[src/rtl/pwrdn_pkg.sv]
package pwrdn_pkg;
   typedef enum logic [1:0] {
      PS_RUN    = 2'd0,
      PS_SLEEP  = 2'd1,
      PS_STBY   = 2'd2,
      PS_SETTLE = 2'd3
   } pstate_e;

   // status pin encodings, index 1 = pin1, index 0 = pin0
   localparam logic [1:0] STAT_RUN   = 2'b00;
   localparam logic [1:0] STAT_SLEEP = 2'b10;
   localparam logic [1:0] STAT_STBY  = 2'b01;
endpackage

[src/rtl/pwrdn_regs.sv]
module pwrdn_regs #(
   parameter int CTRL_W = 8,
   parameter int TMR_W  = 3
) (
   input  logic              clk_i,
   input  logic              rst_ni,
   input  logic              wr_ok_i,
   input  logic              cfg_we_i,
   input  logic [CTRL_W-1:0] cfg_wdata_i,
   input  logic              tmr_we_i,
   input  logic [TMR_W-1:0]  tmr_wdata_i,
   input  logic              tmr_clr_i,
   output logic [CTRL_W-1:0] ctrl_o,
   output logic [TMR_W-1:0]  tmr_o
);
   logic [CTRL_W-1:0] ctrl_q;
   logic [TMR_W-1:0]  tmr_q;

   always_ff @(posedge clk_i or negedge rst_ni) begin
      if (!rst_ni) begin
         ctrl_q <= '0;
         tmr_q  <= '0;
      end else begin
         if (wr_ok_i && cfg_we_i) ctrl_q <= cfg_wdata_i;
         if (tmr_clr_i)                   tmr_q <= '0;
         else if (wr_ok_i && tmr_we_i)    tmr_q <= tmr_wdata_i;
      end
   end

   assign ctrl_o = ctrl_q;
   assign tmr_o  = tmr_q;
endmodule

[src/rtl/pwrdn_settle.sv]
module pwrdn_settle #(
   parameter int CNT_W = 8,
   parameter int CKS_W = 3
) (
   input  logic             clk_i,
   input  logic             rst_ni,
   input  logic             load_i,
   input  logic             run_i,
   input  logic [CNT_W-1:0] preset_i,
   input  logic [CKS_W-1:0] cks_i,
   output logic             ovf_o
);
   localparam int PRE_W = (1 << CKS_W) - 1;

   logic [CNT_W-1:0] cnt_q;
   logic [PRE_W-1:0] pre_q;
   logic [CKS_W-1:0] cks_q;
   logic [PRE_W-1:0] mask;
   logic             tick;

   for (genvar i = 0; i < PRE_W; i++) begin : g_mask
      assign mask[i] = (32'(cks_q) > i);
   end

   assign tick  = run_i && ((pre_q & mask) == mask);
   assign ovf_o = tick && (cnt_q == {CNT_W{1'b1}});

   always_ff @(posedge clk_i or negedge rst_ni) begin
      if (!rst_ni) begin
         cnt_q <= '0;
         pre_q <= '0;
         cks_q <= '0;
      end else if (load_i) begin
         cnt_q <= preset_i;
         pre_q <= '0;
         cks_q <= cks_i;
      end else if (run_i) begin
         pre_q <= pre_q + PRE_W'(1);
         if (tick) cnt_q <= cnt_q + CNT_W'(1);
      end
   end
endmodule

[src/rtl/pwrdn_fsm.sv]
module pwrdn_fsm
   import pwrdn_pkg::*;
(
   input  logic       clk_i,
   input  logic       rst_ni,
   input  logic       sleep_req_i,
   input  logic       stby_bit_i,
   input  logic       wake_any_i,
   input  logic       settle_done_i,
   output logic       in_run_o,
   output logic       enter_stby_o,
   output logic       start_settle_o,
   output logic       settling_o,
   output logic       cpu_en_o,
   output logic       mod_en_o,
   output logic       cko_en_o,
   output logic [1:0] stat_o
);
   pstate_e st_q, st_d;

   always_comb begin
      st_d = st_q;
      unique case (st_q)
         PS_RUN:    if (sleep_req_i) st_d = stby_bit_i ? PS_STBY : PS_SLEEP;
         PS_SLEEP:  if (wake_any_i) st_d = PS_RUN;
         PS_STBY:   if (wake_any_i) st_d = PS_SETTLE;
         PS_SETTLE: if (settle_done_i) st_d = PS_RUN;
         default:   st_d = PS_RUN;
      endcase
   end

   always_ff @(posedge clk_i or negedge rst_ni) begin
      if (!rst_ni) st_q <= PS_RUN;
      else         st_q <= st_d;
   end

   assign in_run_o       = (st_q == PS_RUN);
   assign enter_stby_o   = in_run_o && sleep_req_i && stby_bit_i;
   assign start_settle_o = (st_q == PS_STBY) && wake_any_i;
   assign settling_o     = (st_q == PS_SETTLE);

   always_comb begin
      unique case (st_q)
         PS_RUN:   begin cpu_en_o = 1'b1; mod_en_o = 1'b1; cko_en_o = 1'b1; stat_o = STAT_RUN;   end
         PS_SLEEP: begin cpu_en_o = 1'b0; mod_en_o = 1'b1; cko_en_o = 1'b1; stat_o = STAT_SLEEP; end
         default:  begin cpu_en_o = 1'b0; mod_en_o = 1'b0; cko_en_o = 1'b0; stat_o = STAT_STBY;  end
      endcase
   end
endmodule

[src/rtl/pwrdn_seq.sv]
module pwrdn_seq #(
   parameter int CTRL_W   = 8,
   parameter int STBY_BIT = 7,
   parameter int TMR_W    = 3,
   parameter int EXT_W    = 4,
   parameter int CNT_W    = 8,
   parameter int CKS_W    = 3
) (
   input  logic              clk_i,
   input  logic              rst_ni,
   input  logic              cfg_we_i,
   input  logic [CTRL_W-1:0] cfg_wdata_i,
   input  logic              tmr_we_i,
   input  logic [TMR_W-1:0]  tmr_wdata_i,
   input  logic              sleep_req_i,
   input  logic              wake_nmi_i,
   input  logic [EXT_W-1:0]  wake_ext_i,
   input  logic              wake_mod_i,
   input  logic [CNT_W-1:0]  wdt_preset_i,
   input  logic [CKS_W-1:0]  wdt_cks_i,
   output logic              cpu_clk_en_o,
   output logic              mod_clk_en_o,
   output logic              ck_out_en_o,
   output logic [1:0]        stat_o,
   output logic [CTRL_W-1:0] ctrl_o,
   output logic [TMR_W-1:0]  tmr_start_o
);
   if (STBY_BIT < 0 || STBY_BIT >= CTRL_W) begin : g_bad_bit
      $error("pwrdn_seq: STBY_BIT outside control register");
   end
   if (CKS_W < 1 || CKS_W > 5) begin : g_bad_cks
      $error("pwrdn_seq: CKS_W must be 1..5");
   end
   if (CNT_W < 2 || TMR_W < 1 || EXT_W < 1) begin : g_bad_w
      $error("pwrdn_seq: width parameter too small");
   end

   logic wake_any, in_run, enter_stby, start_settle, settling, settle_done;

   assign wake_any = wake_nmi_i | (|wake_ext_i) | wake_mod_i;

   pwrdn_regs #(.CTRL_W(CTRL_W), .TMR_W(TMR_W)) u_regs (
      .clk_i       (clk_i),
      .rst_ni      (rst_ni),
      .wr_ok_i     (in_run),
      .cfg_we_i    (cfg_we_i),
      .cfg_wdata_i (cfg_wdata_i),
      .tmr_we_i    (tmr_we_i),
      .tmr_wdata_i (tmr_wdata_i),
      .tmr_clr_i   (enter_stby),
      .ctrl_o      (ctrl_o),
      .tmr_o       (tmr_start_o)
   );

   pwrdn_fsm u_fsm (
      .clk_i          (clk_i),
      .rst_ni         (rst_ni),
      .sleep_req_i    (sleep_req_i),
      .stby_bit_i     (ctrl_o[STBY_BIT]),
      .wake_any_i     (wake_any),
      .settle_done_i  (settle_done),
      .in_run_o       (in_run),
      .enter_stby_o   (enter_stby),
      .start_settle_o (start_settle),
      .settling_o     (settling),
      .cpu_en_o       (cpu_clk_en_o),
      .mod_en_o       (mod_clk_en_o),
      .cko_en_o       (ck_out_en_o),
      .stat_o         (stat_o)
   );

   pwrdn_settle #(.CNT_W(CNT_W), .CKS_W(CKS_W)) u_settle (
      .clk_i    (clk_i),
      .rst_ni   (rst_ni),
      .load_i   (start_settle),
      .run_i    (settling),
      .preset_i (wdt_preset_i),
      .cks_i    (wdt_cks_i),
      .ovf_o    (settle_done)
   );
endmodule

[config.mk]
export PLATFORM = sky130hd
export DESIGN_NAME = pwrdn_seq
export DESIGN_NICKNAME = d
export VERILOG_FILES = /design/src/rtl/pwrdn_pkg.sv /design/src/rtl/pwrdn_regs.sv /design/src/rtl/pwrdn_settle.sv /design/src/rtl/pwrdn_fsm.sv /design/src/rtl/pwrdn_seq.sv
export SDC_FILE = /design/constraint.sdc
export NUM_CORES = 1
export LEC_CHECK = 0
export ABC_AREA = 1
export CORE_ASPECT_RATIO = 1.5
export CORE_MARGIN = 3
export CORE_UTILIZATION = 53
export CTS_BUF_LIST = sky130_fd_sc_hd__clkbuf_4 sky130_fd_sc_hd__clkbuf_8
export CTS_CLUSTER_SIZE = 10
export DETAILED_ROUTE_END_ITERATION = 6
export GPL_TIMING_DRIVEN = 1
export PLACE_DENSITY = 0.88
export SKIP_CTS_REPAIR_TIMING = 1
export SLEW_MARGIN = 20
export SYNTH_ARGS = -nofsm -noshare
export SYNTH_HDL_FRONTEND = slang
export SYNTH_SLANG_ARGS = --single-unit
[constraint.sdc]
create_clock -name clk_i -period 2.3 [get_ports clk_i]
set_clock_uncertainty 0.1 [all_clocks]
set_input_delay 0.345 -clock clk_i [delete_from_list [all_inputs] [get_ports clk_i]]
set_output_delay 0.345 -clock clk_i [all_outputs]
set_load 0.03 [all_outputs]
# Word level (Yosys, flattened, before mapping)
# Cells that the tools add are included.
# classes
n_eq_ne	9
magnitude_cmp	7
muxes	16
add_sub_neg	2
bitwise	3
reduce_logical	15
# ops
cell	count
8-bit two-way mux	3
7-bit two-way mux	2
2-bit two-way mux	5
3-bit greater-than comparator, second input constant	3
8-bit by 1-bit adder with 8-bit output, second input constant	1
8-bit == test, second input constant	1
2-bit one-hot mux with 4 select lines	1
7-bit by 1-bit adder with 7-bit output, second input constant	1
7-bit bitwise AND	1
7-bit == test	1
1-bit logical AND	7
3-bit by 1-bit greater-than comparator with 1-bit output, second input constant	2
3-bit by 2-bit greater-than comparator with 1-bit output, second input constant	2
3-bit two-way mux	2
2-bit nonzero test	3
2-bit == test, second input constant	2
2-bit by 1-bit != test with 1-bit output, second input constant	2
2-bit != test, second input constant	2
2-bit one-hot mux with 2 select lines	1
4-bit AND reduction	1
4-bit OR reduction	1
2-bit by 1-bit == test with 1-bit output, second input constant	1
2-bit zero test	1
1-bit two-way mux	2
3 further kinds	4
# totals
out_inout_bits	16
inputBits	33
ff_bits	31

# Depth between registers and ports, before layout
# logic_depth
word_depth	7
ltp_mapped	11
mapped_depth_nobuf	11

# Hierarchy
# Synthesis repeated with hierarchy kept, for this count alone.
# unflattened
hier_cells	248
area_unflattened_um2	1799.2
# modules_own_cells
mod	seq_area_each_um2	area_each_um2	cells_per_inst	n_inst
pwrdn_settle	450.4	1062.3	151	1
pwrdn_regs	275.3	486.7	56	1
pwrdn_fsm	50.0	234.0	37	1
pwrdn_seq	0.0	16.3	4	1

# Worst setup path before layout
# Ideal clock, no wire load.
# synth_timing
path_kind	register to register
startpoint	reg u_fsm.st_q[0]
endpoint	reg u_regs.ctrl_q[0] (netlist: u_regs.ctrl_o[0])
arrival_time_ns	1.599
required_ns	2.075
slack_ns	0.476
n_path_buf	0
period_less_slack_ns	1.824
setup_time_ns	0.125
stages_incl_launch_ff	4
cell_sequence	dfrtp_1 nor2_1 nand2_2 mux2_2
# synth_via
elab_chain_cells	2
# synth_rtl
element	line_no	rtl
start: declaration	pwrdn_fsm.sv:19	pstate_e st_q, st_d;
start signal: assignment	pwrdn_fsm.sv:34	else st_q <= st_d;
2-bit zero test	pwrdn_fsm.sv:37	assign in_run_o = (st_q == PS_RUN);
1-bit logical AND	pwrdn_regs.sv:24	if (wr_ok_i && cfg_we_i) ctrl_q <= cfg_wdata_i;
end signal: assignment	pwrdn_regs.sv:24	
end: declaration	pwrdn_regs.sv:16	logic [CTRL_W-1:0] ctrl_q;
# No other way between the ends.
# A chain may end at the register's enable or synchronous reset.

# Final worst setup path
# layout_timing
startpoint	reg u_fsm.st_q[0]
endpoint	out stat_o[1]
# layout_via
elab_chain_cells	2
# layout_rtl
element	line_no	rtl
2-bit by 1-bit == test with 1-bit output or 2-bit zero test (tied branches)	pwrdn_fsm.sv:43	unique case (st_q)
2-bit one-hot mux with 2 select lines *	pwrdn_fsm.sv:43	
end: declaration	pwrdn_seq.sv:24	output logic [1:0] stat_o,
# Mark *: on every way between the ends. The rest lies on a longest branch, timed or not.

==> qor.yml <==
initial_utilization_pct: 56.8
cap_viol_max_count: 0
cpLargestDelayFamily: "buffers and inverters"
r2r_end: "u_settle.cnt_q[3]"
avgSynthCellArea_um2: 8.08
drtIter0Drc: 37
diodes: 0
drive_above_1_share_pct: 11.7
cts.sinks: 31
grt_max_degree: 32
wl_per_cell_um: 12.3
fin_nets: 298
regToRegStartpoint: "u_fsm.st_q[1]"
ir_drop_uv: 866
fin_crit_sh_pct: 93.5
yosysWarnings: 0
critPathMaxStageDelay_ns: 0.70
numPortBuffers: 48
max_freq_mhz: 465
dr.pass1.iters: 5
crit_required_ns: 1.86
yosysTopAreaCellShare_pct: 45.5
coreArea_mm2: 0.00300
fillers: 236
synth_nets: 246
via_count: 1558
layout_common_cells: "nand2_1, clkdlybuf4s50_1, dfrtp_1"
ios: 49
drv_slew: 0
leakagePower_nw: 1.08
fin_area_mm2: 0.00230
num_rows: 24
place_area_mm2: 0.00221
rsz0062_at_grt: "false"
ant_nets: 0
hold_class: "input pin to async pin"
grt_pass1_wl_um: 6140
areaGrowthSynthToFinish_pct: 34.6
drt_wl_total_um: 3720
synth_area_leader_cell: "dfrtp_1"
status: "complete, no violations"
root_buffer: "clkbuf_8"
yosysSeqAreaShare_pct: 45.5
netlist_area_mm2: 0.00171
cts_made_buffers: 5
antenna_found_initial: 0
worst_slew_pin_slew_ns: 0.394
gr-total-overflow: 0
htreeDepth: 2
gp_congestion: 0.865
die_y_um: 75.5
clock_tree.buffer_depth: 2
yosys-top-cells-area: "dfrtp_1, nand2_1, nand3_1, mux2_2, inv_1"
final_common_cell: "nand2_1"
cp.arrival_ns: 1.70
crit_type: "register to output port"
power_density_mw_per_mm2: 1330
crit_path_start_kind: "register"
setup_tns_ns: 0
die-area_mm2: 0.00395
r2r_slack_ns: 0.63
setup-violations-final: 0
slowest_stage: "clkdlybuf4s50_1"
dp_hpwl_um: 2830
slew_headroom_pct: 73.7
crit_chain: "inv_1, nor2_1, clkdlybuf4s50_1"
via_per_inst: 5.14
ys_seq_elements: 31
grt_pass1_vias: 1459
ys_types: 27
crit_buf_inv: 2
clk_pin_slew_worst_paths_ns: 0.07
cp-end-kind: "output port"
r2r_cells: 8
syn_inst: 211
clk_latency_ns: 0.28
min_period_ns: 2.15
finalHoldViolCount: 0
drcViolationCount: 0
die_w_um: 52.3
grt_usage_pct: 21.0
cts_tree: "yes"
cp_max_fo: 6
how the worst max path moves through the flow:
stage,start,endpoint,depth (start not counted),slack (ns)
floorplan,u_fsm.st_q[0],u_regs.ctrl_o[0],3,0.48
global placement,wake_ext_i[3],u_settle.pre_q[4],7,0.39
detailed placement,wake_ext_i[3],u_settle.cnt_q[3],9,0.30
CTS,u_fsm.st_q[0],stat_o[1],3,0.15
global route,u_fsm.st_q[0],stat_o[1],3,0.08
finish,u_fsm.st_q[0],stat_o[1],3,0.15
per-layer routing:
metal | global-route usage [%] | part of all wire (%)
met1 | 23.0 | 37
met4 | 9.66 | 1.7
met5 | 0 | 0
met2 | 37.4 | 57
met3 | 5.09 | 4.2
sequential cells by signal, indices dropped and copies added, names as in the netlist:
| name | flops |
|---|---|
| u_settle.pre_q | 7 |
| u_fsm.st_q | 2 |
| u_settle.cks_q | 3 |
| u_settle.cnt_q | 8 |
| u_regs.ctrl_o | 8 |
| u_regs.tmr_o | 3 |
worst reg2reg max path: stages, from the launching register on:
cell     delay [ns]
dfrtp_1        0.46
inv_1          0.16
nor2_4         0.16
nand2_4        0.11
inv_1          0.31
nand2_1        0.09
nand2_1        0.08
nand2_1        0.05
o21ai_0        0.07
stage by stage:
| step | hold WS (ns) | util (%) | setup slack (ns) | power, mW | cells |
|---|---|---|---|---|---|
| 4_1_cts | 0.365 | 76.5 | 0.149 | 3.09 | 303 |
| 3_5_place_dp | 0.390 | 73.5 | 0.297 | 2.65 | 295 |
| 2_1_floorplan | -0.0506 | - | 0.476 | 2.16 | 211 |
| 6_report | 0.350 | 76.5 | 0.151 | 3.06 | 303 |
| 5_1_grt | 0.386 | 76.5 | 0.0812 | 3.30 | 303 |
| 3_3_place_gp | 0.386 | 73.5 | 0.394 | 2.61 | 295 |
synthesized netlist by cell type:
master,instances
buf_4,2
a21oi_1,3
mux2_2,8
buf_2,1
ha_1,2
o21ai_2,3
xor2_1,3
buf_6,1
nand3_1,20
nor2_1,18
o22ai_1,4
clkinv_4,1
nor2_4,1
inv_1,19
nand2_1,68
a21boi_0,1
o211ai_1,1
nor2_2,1
xnor2_1,1
dfrtp_1,31
nand4_1,4
nand2_2,2
or2_2,1
clkbuf_1,1
o21ai_0,10
buf_8,1
nand2_4,3
power breakdown:
group / internal, mW / switching [mW] / total, mW
Sequential: 0.782 / 0.218 / 1.00
Clock: 0.235 / 0.193 / 0.429
Combinational: 0.684 / 0.948 / 1.63
layout make-up:
type / count / area (µm²) / area share [%]
multi-input cells: 154 / 800 / 34.8
flip-flops and latches: 31 / 776 / 33.8
repair buffers: 51 / 503 / 21.9
clock buffers: 7 / 83.8 / 3.65
inverters: 20 / 80.1 / 3.49
well taps: 39 / 48.8 / 2.13
clock inverters: 1 / 5.00 / 0.218
kinds of logic (layout without fill, tap and decap cells):
| logic type | Yosys count | in the layout | share of synthesized area, % |
|---|---|---|---|
| mux | 8 | 8 | 5.28 |
| xor+xnor | 4 | 4 | 2.05 |
| fa+ha+maj | 2 | 2 | 1.47 |
| buf+inv | 26 | 79 | 7.63 |
| simple gates | 118 | 118 | 30.4 |
| flops | 31 | 31 | 45.5 |
| compound gates | 22 | 22 | 7.70 |
Power figures use the tool's default switching activity.
